### src/rtl/cfgl_pkg.sv
package cfgl_pkg;
  localparam int unsigned OFS_CTRL  = 32'h0040;
  localparam int unsigned OFS_STAT  = 32'h0044;
  localparam int unsigned OFS_SIZE  = 32'h0048;
  localparam int unsigned OFS_USED  = 32'h004C;
  localparam int unsigned OFS_TOTAL = 32'h0050;
  localparam int unsigned OFS_CUR   = 32'h0054;
  localparam int unsigned OFS_DATA  = 32'h3000;

  localparam int CTL_EN  = 0;
  localparam int CTL_RST = 1;
  localparam int CTL_DMA = 2;
  localparam int CTL_W   = 3;

  localparam int ST_OVF  = 1;
  localparam int ST_DONE = 18;
  localparam int ERR_W   = 14;
  localparam int WORD_BYTES = 4;

  function automatic logic [31:0] words_to_bytes(input logic [31:0] words);
    return words * WORD_BYTES;
  endfunction

  function automatic logic room_for_burst(input logic [31:0] free_words,
                                          input logic [31:0] depth);
    return free_words >= (depth >> 1);
  endfunction
endpackage

### src/rtl/cfgl_fifo.sv
module cfgl_fifo #(
  parameter int DEPTH = 16,
  parameter int W     = 32,
  localparam int PW   = $clog2(DEPTH),
  localparam int CW   = $clog2(DEPTH + 1)
) (
  input  logic          clk,
  input  logic          rst_n,
  input  logic          flush,
  input  logic          push,
  input  logic [W-1:0]  wdata,
  input  logic          pop,
  output logic [W-1:0]  rdata,
  output logic [CW-1:0] count,
  output logic          full,
  output logic          empty
);
  logic [W-1:0]  mem [DEPTH];
  logic [PW-1:0] wr_ptr, rd_ptr;
  logic          push_ok, pop_ok;

  assign full    = (count == CW'(DEPTH));
  assign empty   = (count == '0);
  assign push_ok = push && !full;
  assign pop_ok  = pop && !empty;
  assign rdata   = mem[rd_ptr];

  always_ff @(posedge clk) begin
    if (push_ok) mem[wr_ptr] <= wdata;
  end

  always_ff @(posedge clk or negedge rst_n) begin
    if (!rst_n) begin
      wr_ptr <= '0;
      rd_ptr <= '0;
      count  <= '0;
    end else if (flush) begin
      wr_ptr <= '0;
      rd_ptr <= '0;
      count  <= '0;
    end else begin
      if (push_ok) wr_ptr <= (wr_ptr == PW'(DEPTH - 1)) ? '0 : wr_ptr + 1'b1;
      if (pop_ok)  rd_ptr <= (rd_ptr == PW'(DEPTH - 1)) ? '0 : rd_ptr + 1'b1;
      case ({push_ok, pop_ok})
        2'b10:   count <= count + 1'b1;
        2'b01:   count <= count - 1'b1;
        default: count <= count;
      endcase
    end
  end


  fill_bound_chk: assert property (@(posedge clk) disable iff (!rst_n)
    count <= CW'(DEPTH));


  full_push_holds_chk: assert property (@(posedge clk) disable iff (!rst_n)
    (full && push && !pop && !flush) |=> count == CW'(DEPTH));
endmodule

### src/rtl/cfgl_drain.sv
module cfgl_drain #(
  parameter int W     = 32,
  parameter int CNT_W = 32
) (
  input  logic             clk,
  input  logic             rst_n,
  input  logic             en,
  input  logic [CNT_W-1:0] total,
  input  logic             hold,
  input  logic             fifo_empty,
  input  logic [W-1:0]     fifo_rdata,
  input  logic             tgt_ready,
  input  logic             tgt_done,
  output logic             pop,
  output logic [CNT_W-1:0] cur,
  output logic             tgt_valid,
  output logic [W-1:0]     tgt_data,
  output logic             irq
);
  import cfgl_pkg::*;

  logic below_total, reached;

  assign below_total = (cur < total);
  assign pop     = en && !fifo_empty && tgt_ready && !hold && !irq && below_total;
  assign reached = en && (cur == total) && tgt_done;

  always_ff @(posedge clk or negedge rst_n) begin
    if (!rst_n) begin
      cur       <= '0;
      tgt_valid <= 1'b0;
      tgt_data  <= '0;
      irq       <= 1'b0;
    end else begin
      tgt_valid <= pop;
      if (pop) tgt_data <= fifo_rdata;
      if (!en)      cur <= '0;
      else if (pop) cur <= cur + CNT_W'(WORD_BYTES);
      if (!en)                  irq <= 1'b0;
      else if (reached || hold) irq <= 1'b1;
    end
  end


  count_step_chk: assert property (@(posedge clk) disable iff (!rst_n)
    pop |=> cur == $past(cur) + CNT_W'(WORD_BYTES));


  valid_after_ready_chk: assert property (@(posedge clk) disable iff (!rst_n)
    tgt_valid |-> $past(tgt_ready));


  irq_needs_done_chk: assert property (@(posedge clk) disable iff (!rst_n)
    ($rose(irq) && !$past(hold)) |-> $past(tgt_done));


  disable_clears_chk: assert property (@(posedge clk) disable iff (!rst_n)
    !en |=> (!irq && cur == '0));


  halt_on_error_chk: assert property (@(posedge clk) disable iff (!rst_n)
    hold |-> !pop);
endmodule

### src/rtl/cfgl_dmareq.sv
module cfgl_dmareq #(
  parameter int DEPTH = 16,
  localparam int CW   = $clog2(DEPTH + 1)
) (
  input  logic          clk,
  input  logic          rst_n,
  input  logic          en,
  input  logic          dma_mode,
  input  logic          irq,
  input  logic [CW-1:0] count,
  output logic          dma_req
);
  import cfgl_pkg::*;

  logic [31:0] free_words;

  assign free_words = 32'(DEPTH) - 32'(count);
  assign dma_req = en && dma_mode && !irq && room_for_burst(free_words, 32'(DEPTH));


  no_req_with_irq_chk: assert property (@(posedge clk) disable iff (!rst_n)
    dma_req |-> !irq);


  no_req_cpu_mode_chk: assert property (@(posedge clk) disable iff (!rst_n)
    !dma_mode |-> !dma_req);
endmodule

### src/rtl/cfg_stream_loader.sv
module cfg_stream_loader
  import cfgl_pkg::*;
#(
  parameter int FIFO_DEPTH = 16,
  parameter int ADDR_W     = 16,
  localparam int CW        = $clog2(FIFO_DEPTH + 1)
) (
  input  logic              clk,
  input  logic              rst_n,
  input  logic              bus_we,
  input  logic [ADDR_W-1:0] bus_addr,
  input  logic [31:0]       bus_wdata,
  output logic [31:0]       bus_rdata,
  output logic              dma_req,
  output logic              irq,
  output logic              tgt_reset_n,
  output logic              tgt_valid,
  output logic [31:0]       tgt_data,
  input  logic              tgt_ready,
  input  logic              tgt_done,
  input  logic [ERR_W-1:0]  tgt_err
);
  logic [CTL_W-1:0] ctrl_q;
  logic [31:0]      total_q;
  logic [ERR_W-1:0] terr_q;
  logic             ovf_q;
  logic             en, ctrl_wr, total_wr, data_wr, push_req;
  logic             fifo_full, fifo_empty, pop, hold;
  logic [CW-1:0]    fifo_count;
  logic [31:0]      fifo_rdata, cur, status;

  assign en       = ctrl_q[CTL_EN];
  assign ctrl_wr  = bus_we && (bus_addr == ADDR_W'(OFS_CTRL));
  assign total_wr = bus_we && (bus_addr == ADDR_W'(OFS_TOTAL));
  assign data_wr  = bus_we && (bus_addr == ADDR_W'(OFS_DATA));
  assign push_req = data_wr && en;
  assign hold     = ovf_q || (|terr_q) || (en && (|tgt_err));
  assign tgt_reset_n = !ctrl_q[CTL_RST];
  assign status = {13'b0, tgt_done, 2'b0, terr_q, ovf_q, 1'b0};

  always_ff @(posedge clk or negedge rst_n) begin
    if (!rst_n) begin
      ctrl_q  <= '0;
      total_q <= '0;
      terr_q  <= '0;
      ovf_q   <= 1'b0;
    end else begin
      if (ctrl_wr)  ctrl_q  <= bus_wdata[CTL_W-1:0];
      if (total_wr) total_q <= bus_wdata;
      if (!en) begin
        terr_q <= '0;
        ovf_q  <= 1'b0;
      end else begin
        terr_q <= terr_q | tgt_err;
        if (push_req && fifo_full) ovf_q <= 1'b1;
      end
    end
  end

  always_comb begin
    bus_rdata = '0;
    case (bus_addr)
      ADDR_W'(OFS_CTRL):  bus_rdata = 32'(ctrl_q);
      ADDR_W'(OFS_STAT):  bus_rdata = status;
      ADDR_W'(OFS_SIZE):  bus_rdata = words_to_bytes(32'(FIFO_DEPTH));
      ADDR_W'(OFS_USED):  bus_rdata = words_to_bytes(32'(fifo_count));
      ADDR_W'(OFS_TOTAL): bus_rdata = total_q;
      ADDR_W'(OFS_CUR):   bus_rdata = cur;
      default:            bus_rdata = '0;
    endcase
  end

  cfgl_fifo #(.DEPTH(FIFO_DEPTH), .W(32)) u_fifo (
    .clk(clk), .rst_n(rst_n), .flush(!en),
    .push(push_req), .wdata(bus_wdata), .pop(pop),
    .rdata(fifo_rdata), .count(fifo_count),
    .full(fifo_full), .empty(fifo_empty)
  );

  cfgl_drain #(.W(32), .CNT_W(32)) u_drain (
    .clk(clk), .rst_n(rst_n), .en(en), .total(total_q), .hold(hold),
    .fifo_empty(fifo_empty), .fifo_rdata(fifo_rdata),
    .tgt_ready(tgt_ready), .tgt_done(tgt_done),
    .pop(pop), .cur(cur), .tgt_valid(tgt_valid), .tgt_data(tgt_data),
    .irq(irq)
  );

  cfgl_dmareq #(.DEPTH(FIFO_DEPTH)) u_dma (
    .clk(clk), .rst_n(rst_n), .en(en), .dma_mode(ctrl_q[CTL_DMA]),
    .irq(irq), .count(fifo_count), .dma_req(dma_req)
  );


  pop_not_empty_chk: assert property (@(posedge clk) disable iff (!rst_n)
    pop |-> !fifo_empty);


  reset_line_chk: assert property (@(posedge clk) disable iff (!rst_n)
    (ctrl_wr && bus_wdata[CTL_RST]) |=> !tgt_reset_n);


  error_latched_chk: assert property (@(posedge clk) disable iff (!rst_n)
    (en && (|tgt_err) && !ctrl_wr) |=> (|status[15:2]));


  overflow_flag_chk: assert property (@(posedge clk) disable iff (!rst_n)
    (push_req && fifo_full && !ctrl_wr) |=> status[ST_OVF]);
endmodule

### config.mk
export PLATFORM = sky130hd
export DESIGN_NAME = cfg_stream_loader
export DESIGN_NICKNAME = d
export VERILOG_FILES = /design/src/rtl/cfgl_pkg.sv /design/src/rtl/cfgl_fifo.sv /design/src/rtl/cfgl_drain.sv /design/src/rtl/cfgl_dmareq.sv /design/src/rtl/cfg_stream_loader.sv
export SDC_FILE = /design/constraint.sdc
export NUM_CORES = 1
export LEC_CHECK = 0
export ABC_AREA = 1
export BUFFER_PORTS_ARGS = -buffer_cell sky130_fd_sc_hd__buf_2
export CAP_MARGIN = 20
export CORE_MARGIN = 2
export CORE_UTILIZATION = 60
export CTS_CLUSTER_DIAMETER = 80
export DETAILED_ROUTE_END_ITERATION = 8
export PLACE_DENSITY = 0.89
export SYNTH_ARGS = -nofsm -noshare
export SYNTH_HDL_FRONTEND = slang
export SYNTH_SLANG_ARGS = --single-unit
### constraint.sdc
create_clock -name clk -period 3.86 [get_ports clk]
set_input_delay 0.579 -clock clk [delete_from_list [all_inputs] [get_ports clk]]
set_output_delay 0.579 -clock clk [all_outputs]
set_load 0.05 [all_outputs]
# --- Yosys cells after proc, flatten, opt, wreduce, memory -nomap -nowiden ---
# Memory sizes are Yosys's and may differ from the RTL's. A register that Yosys moved wholly into a read port is not among the register bits.
# Cells that the tools add are included.
word_totals:
  out_inout_bits: 68
  in_bits: 67
  elab_cells: 87
  n_memories: 1
  ram_bits: 512
  register_bits: 97
op_classes:
  addsub: 6
  n_mux: 18
  bitwise_logic: 1
  n_lt_le_gt_ge: 2
  reduce_logical: 30
  eq_ne: 19
memory_table:
  columns: ["name", "depth", "word_bits", "read_ports", "rd_clocked_by_memory_dff", "wr", "line", "rtl"]
  rows:
  - ["u_fifo.mem", 16, 32, 1, 1, 1, "cfgl_fifo.sv:18", "logic [W-1:0] mem [DEPTH];"]
op_table:
  columns: ["op", "n"]
  rows:
  - ["$pmux W32 S6", 1]
  - ["$eq A16 B7 Y1 const B", 6]
  - ["$mux W32", 2]
  - ["$add A32 B3 Y32 const B", 1]
  - ["$eq A32 B32 Y1", 1]
  - ["$ge A32 B4 Y1 const B", 1]
  - ["$lt A32 B32 Y1", 1]
  - ["$reduce_or A14 Y1", 2]
  - ["$mux W4", 6]
  - ["$logic_and A1 B1 Y1", 18]
  - ["$eq A16 B14 Y1 const B", 1]
  - ["$mux W14", 1]
  - ["$or A14 B14 Y14", 1]
  - ["$ne A2 B1 Y1 const B", 5]
  - ["$pmux W5 S2", 1]
  - ["$add A4 B1 Y4 const B", 2]
  - ["$eq A4 B4 Y1 const B", 2]
  - ["$logic_not A1 Y1", 6]
  - ["$mux W1", 6]
  - ["$sub A5 B5 Y6 const A", 1]
  - ["$add A5 B1 Y5 const B", 1]
  - ["$eq A5 B5 Y1 const B", 1]
  - ["$logic_not A5 Y1", 1]
  - ["$mux W5", 1]
  - ["other kinds (5)", 7]

# --- Depth between registers and ports, before layout ---
# Gate-level depths: netlist of run 1.
logic_depth:
  depth_word: 11
  depth_mapped: 21

# --- Cells and area by module ---
# From an unflattened synthesis of run 1, not the netlist that was laid out.
hier_totals:
  cells_unflattened: 2495
  area_unflattened_um2: 27924.3
modules_own_cells:
  columns: ["mod", "cells_each", "seq_area_each_um2", "area_per_inst_um2", "instances"]
  rows:
  - ["cfgl_fifo", 1469, 15700.1, 20762.4, 1]
  - ["cfgl_drain", 627, 1601.5, 4335.4, 1]
  - ["cfg_stream_loader", 387, 1251.2, 2773.9, 1]
  - ["cfgl_dmareq", 12, 0.0, 52.6, 1]

# --- Worst setup path after synthesis of run 1 ---
# OpenSTA, ideal clock, no wires.
synth_path:
  path_type: "register -> output"
  start: "register u_fifo.count[0]"
  end: "output port dma_req"
  setup_slack_ps: -101
  path_stages_with_launch: 6
  t_required_ps: 3281
  arrival_time_ps: 3382
  n_path_buf: 0
  cell_sequence: "dfrtp_1 inv_1 nand4_1 inv_1 ha_1 a2111oi_0"
synth_between:
  elab_chain_cells: 3
synth_rtl:
  columns: ["item", "line", "rtl"]
  rows:
  - ["start, declared", "cfgl_fifo.sv:14", "output logic [CW-1:0] count,"]
  - ["start signal, assigned", "cfgl_fifo.sv:45", "2'b10: count <= count + 1'b1;"]
  - ["start signal, assigned", "cfgl_fifo.sv:46", "2'b01: count <= count - 1'b1;"]
  - ["start signal, assigned", "cfgl_fifo.sv:47", "default: count <= count;"]
  - ["$sub A5 B5 Y6", "cfgl_dmareq.sv:17", "assign free_words = 32'(DEPTH) - 32'(count);"]
  - ["$ge A32 B4 Y1", "cfgl_pkg.sv:26", "return free_words >= (depth >> 1);"]
  - ["$logic_and A1 B1 Y1", "cfgl_dmareq.sv:18", "assign dma_req = en && dma_mode && !irq && room_for_burst(free_words, 32'(DEPTH));"]
  - ["end, declared", "cfg_stream_loader.sv:14", "output logic dma_req,"]
# Every way passes these cells.

# --- Final worst setup path of run 1 ---
layout_path:
  start: "input port bus_addr[15]"
  end: "output port bus_rdata[5]"
layout_between:
  elab_chain_cells: 2
  word_cells_on_any_way: 7
layout_rtl:
  columns: ["item", "line", "rtl"]
  rows:
  - ["start, declared", "cfg_stream_loader.sv:11", "input logic [ADDR_W-1:0] bus_addr,"]
  - ["$eq A16 B7 Y1", "cfg_stream_loader.sv:62", "case (bus_addr)"]
  - ["$pmux W32 S6 (*)", "cfg_stream_loader.sv:62", null]
  - ["end, declared", "cfg_stream_loader.sv:13", "output logic [31:0] bus_rdata,"]
# Mark *: on every way between the ends. The rest lies on a longest branch, timed or not.

==> flow_summary.json, run 1 <==
{
  "p_seq_frac": 0.549,
  "swShare": 0.207,
  "rows": 77,
  "slew_violations": 0,
  "drc": 0,
  "outcome": "complete, no violations",
  "post_cts_buffers": 0,
  "clock_latency_ns": 0.65,
  "cp_slowest_stage_delay_ns": 0.49,
  "netlist_instances": 2341,
  "synth_edf_count": 512,
  "n_fill_cell": 2876,
  "finClkSkew_ns": 0.0242,
  "ioPinCount": 135,
  "p_leak_nw": 11.3,
  "crit_path_max_fanout": 30,
  "grt_pass1_vias": 20700,
  "via_per_inst": 6.66,
  "grt_start_max_net_pins": 259,
  "synthDistinctLibCells": 46,
  "synth_warnings": 0,
  "dr.pass1.iters": 6,
  "ir_worst_vdd_uv": 398,
  "wl_per_cell_um": 25.1,
  "intPower_mw": 10.7,
  "holdBufCountCts": 0,
  "synth_nets": 2450,
  "antenna_found_initial": 2,
  "synth-seq-area-share": 0.688,
  "layout.nets": 2558,
  "cp_common_cell": "buf_2",
  "final_area_um2": 30400,
  "tns_ns": 0,
  "synth_area_per_cell_um2": 11.5,
  "synth_fa_ha_area_frac": 0.0198,
  "synthTopCellsByCount": "512 x edfxtp_1, 407 x nor2_1, 309 x o21ai_0",
  "timing.final.ws_setup_ns": 0.574,
  "p_sw_mw": 2.81,
  "grt.overflow.total": 0,
  "powerDensity_nw_per_um2": 446,
  "clk_pin_slew_ns": 0.06,
  "ff_latch_area_um2": 18600,
  "rsz0062_at_grt": "no",
  "drive_above_1_share": 0.123,
  "max_freq_mhz": 304,
  "combPwrFrac": 0.014,
  "hpwlAfterDp_um": 44800,
  "ys.flop_type": "edfxtp_1",
  "die_y_um": 216,
  "cts.sinks": 639,
  "hold_class": "primary input to asynchronous set/reset pin",
  "final.period_utilization": 0.851,
  "htreeDepth": 2,
  "finalSetupViolCount": 0,
  "post_cts_resized": 0,
  "path_cells": "buf_2, or2_1, nor4_4, nand2_2, o22ai_1, a21oi_1, o21ai_0, buf_2",
  "slowest_stage": "nand2_2",
  "start_util": 0.609,
  "muxShareOfSynthArea": 0,
  "numCtsBuffers": 60,
  "worstSetupEndpointType": "output port",
  "cts_root_buffer": "clkbuf_16",
  "start_kind": "primary input",
  "yosys.area_share.simple": 0.124,
  "multi_input_area_um2": 7500,
  "synth_top_family_by_area": "compound AO/OA/AOI/OAI gates",
  "synth_async_sr_flop_share": 0.199,
  "synth_area_leaders": "edfxtp_1 57%, dfrtp_1 12%, o21ai_0 5.7%, nor2_1 5.7%, nand2_1 3.5%",
  "finalCriticalPeriod_ns": 3.29,
  "synth.top_cell.area_share": 0.570,
  "maxSlewHeadroom": 0.226,
  "ys_seq_elements": 639,
  "die_area_um2": 46700,
  "vias": 20600,
  "grt_pass1_wl_um": 118000,
  "syn_to_final_growth_pct": 12.5,
  "synth_compound_area_frac": 0.126,
  "yosys.area.top_type": "edfxtp_1",
  "port-buffer-count": 134,
  "place.gp.congestion": 0.972,
  "pre_cts_slack_ns": 0.579,
  "cap_violations": 0,
  "ant_nets": 0,
  "dpl_cell_area_um2": 28400,
  "final_util": 0.685,
  "initialDrtViolationCount": 3330,
  "clock_power_share": 0.437,
  "synth.most_common_cell": "edfxtp_1",
  "clockBufferDepth": 3,
  "core_um2": 44300,
  "cp.arrival_ns": 2.71,
  "required_ns": 3.28,
  "wl_um": 77600,
  "chipWidth_um": 216,
  "synth_area_um2": 27000,
  "worstMarginPinSlew_ns": 1.16,
  "final_hold_viol_count": 0,
  "path_class": "primary input to output port",
  "synth_xor_area_frac": 0.00389,
  "cts_tree": "built",
  "grt.total_usage": 0.332
}
[metrics by stage]
stage	total power [mW]	cells	hold WS, ns
after floorplan	7.61	2341	0.283
after global placement	7.76	2979	0.470
after detailed placement	7.77	2979	0.478
after CTS	13.5	3093	0.0722
after global routing	13.8	3094	0.0986
final	13.6	3094	0.0290
[final timing paths]
check                           cells past startpoint                    to  slack, ns            startpoint
min in group clk                                    3            terr_q[13]       0.19           tgt_err[13]
worst max-delay path                                8          bus_rdata[5]       0.57          bus_addr[15]
worst min register to register                      1  u_drain.tgt_data[12]       0.49  u_drain.tgt_data[12]
max in group asynchronous                           2   u_drain.tgt_data[6]       3.06                 rst_n
worst max register to register                     16       u_fifo.count[4]       0.70       u_drain.cur[23]
worst min-delay path                                1       u_drain.cur[27]       0.03                 rst_n
[final cells by class]
class / count / area share
antenna: 1 / 0.0000824
clock buffer: 69 / 0.0515
clock inverter: 45 / 0.0132
inverter: 130 / 0.0162
multi-input combinational: 1443 / 0.247
sequential: 639 / 0.611
tap: 592 / 0.0244
timing repair buffer: 175 / 0.0365
[kinds of logic (layout without fill, tap and decap cells)]
| family | Yosys count | after routing |
|---|---|---|
| other cells | 0 | 1 |
| xor+xnor | 12 | 12 |
| buf+inv | 259 | 419 |
| flops | 639 | 639 |
| fa+ha+maj | 42 | 42 |
| simple gates | 804 | 804 |
| compound gates | 585 | 585 |
[registers in the layout, indices dropped and copies added, names as in the netlist]
name,flops
u_drain.tgt_valid,1
total_q,32
u_drain.irq,1
u_fifo.wr_ptr,4
u_drain.cur,30
terr_q,14
u_fifo.mem,512
ctrl_q,3
ovf_q,1
u_drain.tgt_data,32
u_fifo.count,5
u_fifo.rd_ptr,4
[critical path, delay by kind of cell]
kind | cells | cell delay (ns)
AO/OA/AOI/OAI | 3 | 0.49
AND/OR/NAND/NOR | 3 | 1.25
buffers and inverters | 2 | 0.38
[power by group through the flow]
stage	logic, mW	registers (mW)	clock network [mW]
floorplan	0.0149	7.59	0
global placement	0.170	7.59	0
detailed placement	0.178	7.59	0
CTS	0.179	7.44	5.92
global route	0.199	7.44	6.16
finish	0.183	7.44	5.93
[placed cells by master (no fill, tap or decap), types with 5 or more instances in the layout]
master	synthesis	layout
o211ai_1	10	10
buf_12	0	10
a21oi_1	63	63
o221ai_1	66	66
clkinvlp_4	0	5
nor2_1	407	390
nand3_1	47	47
edfxtp_1	512	512
o22ai_1	94	94
nand4_1	47	47
ha_1	41	41
buf_4	7	31
bufinv_16	0	5
nand2_1	255	255
clkbuf_1	81	6
xor2_1	11	11
o21a_1	19	19
clkbuf_16	0	60
buf_2	29	133
nor3_1	28	28
o21ai_0	309	309
inv_1	126	124
nor2_4	0	16
clkinv_1	2	13
clkinv_2	0	16
dfrtp_1	127	124
a31oi_1	14	14
[per-layer routing]
layer	GRT usage	part of all wire
met2	0.524	0.47
met5	0	0
met3	0.0731	0.14
met4	0.151	0.042
met1	0.446	0.35
Power figures use the tool's default switching activity.
==> run 2: changes to the inputs <==
--- a/config.mk
+++ b/config.mk
@@ -9,10 +9,10 @@
 export BUFFER_PORTS_ARGS = -buffer_cell sky130_fd_sc_hd__buf_2
 export CAP_MARGIN = 20
 export CORE_MARGIN = 2
-export CORE_UTILIZATION = 60
+export CORE_UTILIZATION = 49
 export CTS_CLUSTER_DIAMETER = 80
 export DETAILED_ROUTE_END_ITERATION = 8
-export PLACE_DENSITY = 0.89
+export PLACE_DENSITY = 0.77
 export SYNTH_ARGS = -nofsm -noshare
 export SYNTH_HDL_FRONTEND = slang
 export SYNTH_SLANG_ARGS = --single-unit
==> flow_summary.json, run 2 (synthesized netlist as in run 1, its figures left out) <==
{
  "wl_um": 76400,
  "wl_per_cell_um": 23.8,
  "ir_worst_vdd_uv": 288,
  "worstSetupEndpointType": "output port",
  "syn_to_final_growth_pct": 13.5,
  "holdBufCountCts": 0,
  "ff_latch_area_um2": 18600,
  "finClkSkew_ns": 0.0277,
  "cts.sinks": 639,
  "grt_pass1_vias": 19400,
  "maxSlewHeadroom": 0.0863,
  "rsz0062_at_grt": "no",
  "final_hold_viol_count": 0,
  "cts_root_buffer": "clkbuf_16",
  "largest_register_ffs": 512,
  "post_cts_buffers": 0,
  "place.gp.congestion": 0.997,
  "core_um2": 54800,
  "post_cts_resized": 0,
  "finalSetupViolCount": 0,
  "dr.pass1.iters": 6,
  "initialDrtViolationCount": 2311,
  "cp.arrival_ns": 2.77,
  "cts_tree": "built",
  "worstMarginPinSlew_ns": 1.37,
  "vias": 19700,
  "regMostFlops": "u_fifo.mem",
  "powerDensity_nw_per_um2": 454,
  "multi_input_area_um2": 7500,
  "ioPinCount": 135,
  "die_area_um2": 57000,
  "slew_violations": 0,
  "final_common_cell": "edfxtp_1",
  "drive_above_1_share": 0.122,
  "clockBufferDepth": 3,
  "grt_start_max_net_pins": 215,
  "drc": 0,
  "numCtsBuffers": 67,
  "htreeDepth": 3,
  "final_cell_mix": "512 x edfxtp_1, 390 x nor2_1, 309 x o21ai_0",
  "required_ns": 3.28,
  "n_fill_cell": 4312,
  "finalCriticalPeriod_ns": 3.35,
  "start_kind": "register",
  "crit_path_max_fanout": 26,
  "grt_pass1_wl_um": 116000,
  "die_y_um": 239,
  "hold_class": "primary input to asynchronous set/reset pin",
  "clk_pin_slew_ns": 0.06,
  "hpwlAfterDp_um": 46500,
  "top_regs": "u_fifo.mem: 512 flops, total_q: 32 flops, u_drain.tgt_data: 32 flops",
  "via_per_inst": 6.13,
  "final_util": 0.559,
  "tns_ns": 0,
  "cap_violations": 0,
  "layout.nets": 2564,
  "path_class": "register to output port",
  "ant_nets": 0,
  "port-buffer-count": 134,
  "final.period_utilization": 0.868,
  "rows": 86,
  "chipWidth_um": 239,
  "p_leak_nw": 11.4,
  "grt.overflow.total": 0,
  "antenna_found_initial": 1,
  "clock_latency_ns": 0.61,
  "grt.total_usage": 0.270,
  "start_util": 0.493,
  "max_freq_mhz": 299,
  "outcome": "complete, no violations"
}
[run 2: area by class of cell]
class	instances	share of cell area
Clock buffer	88	0.0590
Sequential cell	639	0.606
Tap cell	704	0.0288
Multi-Input combinational cell	1443	0.245
Timing Repair Buffer	174	0.0352
Antenna cell	1	0.0000817
Clock inverter	31	0.00977
Inverter	130	0.0161
[run 2: path summary, 6_finish.rpt]
path	start	end	slack, ns	cells past startpoint
hold / removal	rst_n	u_drain.cur[27]	0.11	1
min in group clk	tgt_err[7]	terr_q[7]	0.21	3
max in group asynchronous	rst_n	u_drain.tgt_data[24]	2.82	2
setup reg to reg	u_fifo.count[0]	u_drain.cur[18]	0.64	14
hold reg to reg	u_drain.tgt_data[10]	u_drain.tgt_data[10]	0.48	1
setup / recovery	ctrl_q[0]	dma_req	0.51	4
[run 2: stage by stage]
| stage | total power, mW | hold WS (ns) | instances | area [um2] | setup WS, ns |
|---|---|---|---|---|---|
| floorplan | 7.61 | 0.283 | 2341 | 27000 | 0.522 |
| global placement | 7.78 | 0.468 | 3089 | 28500 | 0.530 |
| detailed placement | 7.78 | 0.479 | 3089 | 28500 | 0.558 |
| CTS | 14.0 | 0.137 | 3208 | 30600 | 0.565 |
| global route | 14.3 | 0.186 | 3210 | 30600 | 0.341 |
| finish | 13.9 | 0.107 | 3210 | 30600 | 0.511 |
[run 2: metal layers]
metal | wire length [um] | share of wire | global-route usage | vias to the layer above
met1 | 29700 | 0.39 | 0.365 | 9622
met4 | 3000 | 0.039 | 0.118 | 0
met5 | 0 | 0 | 0 | -
met2 | 36400 | 0.48 | 0.430 | 1164
li1 | - | - | - | 8690
met3 | 7340 | 0.096 | 0.0506 | 188
[run 2: critical path, stage by stage, from the launching register on]
cell,delay [ns]
dfrtp_1,0.60
buf_4,0.43
inv_1,0.10
a2111oi_1,0.64
buf_2,0.38
[run 2: where the power goes]
part	internal, mW	switching, mW
sequential	7.44	0.000156
combinational	0.0318	0.165
clock	3.59	2.67
total	11.1	2.84
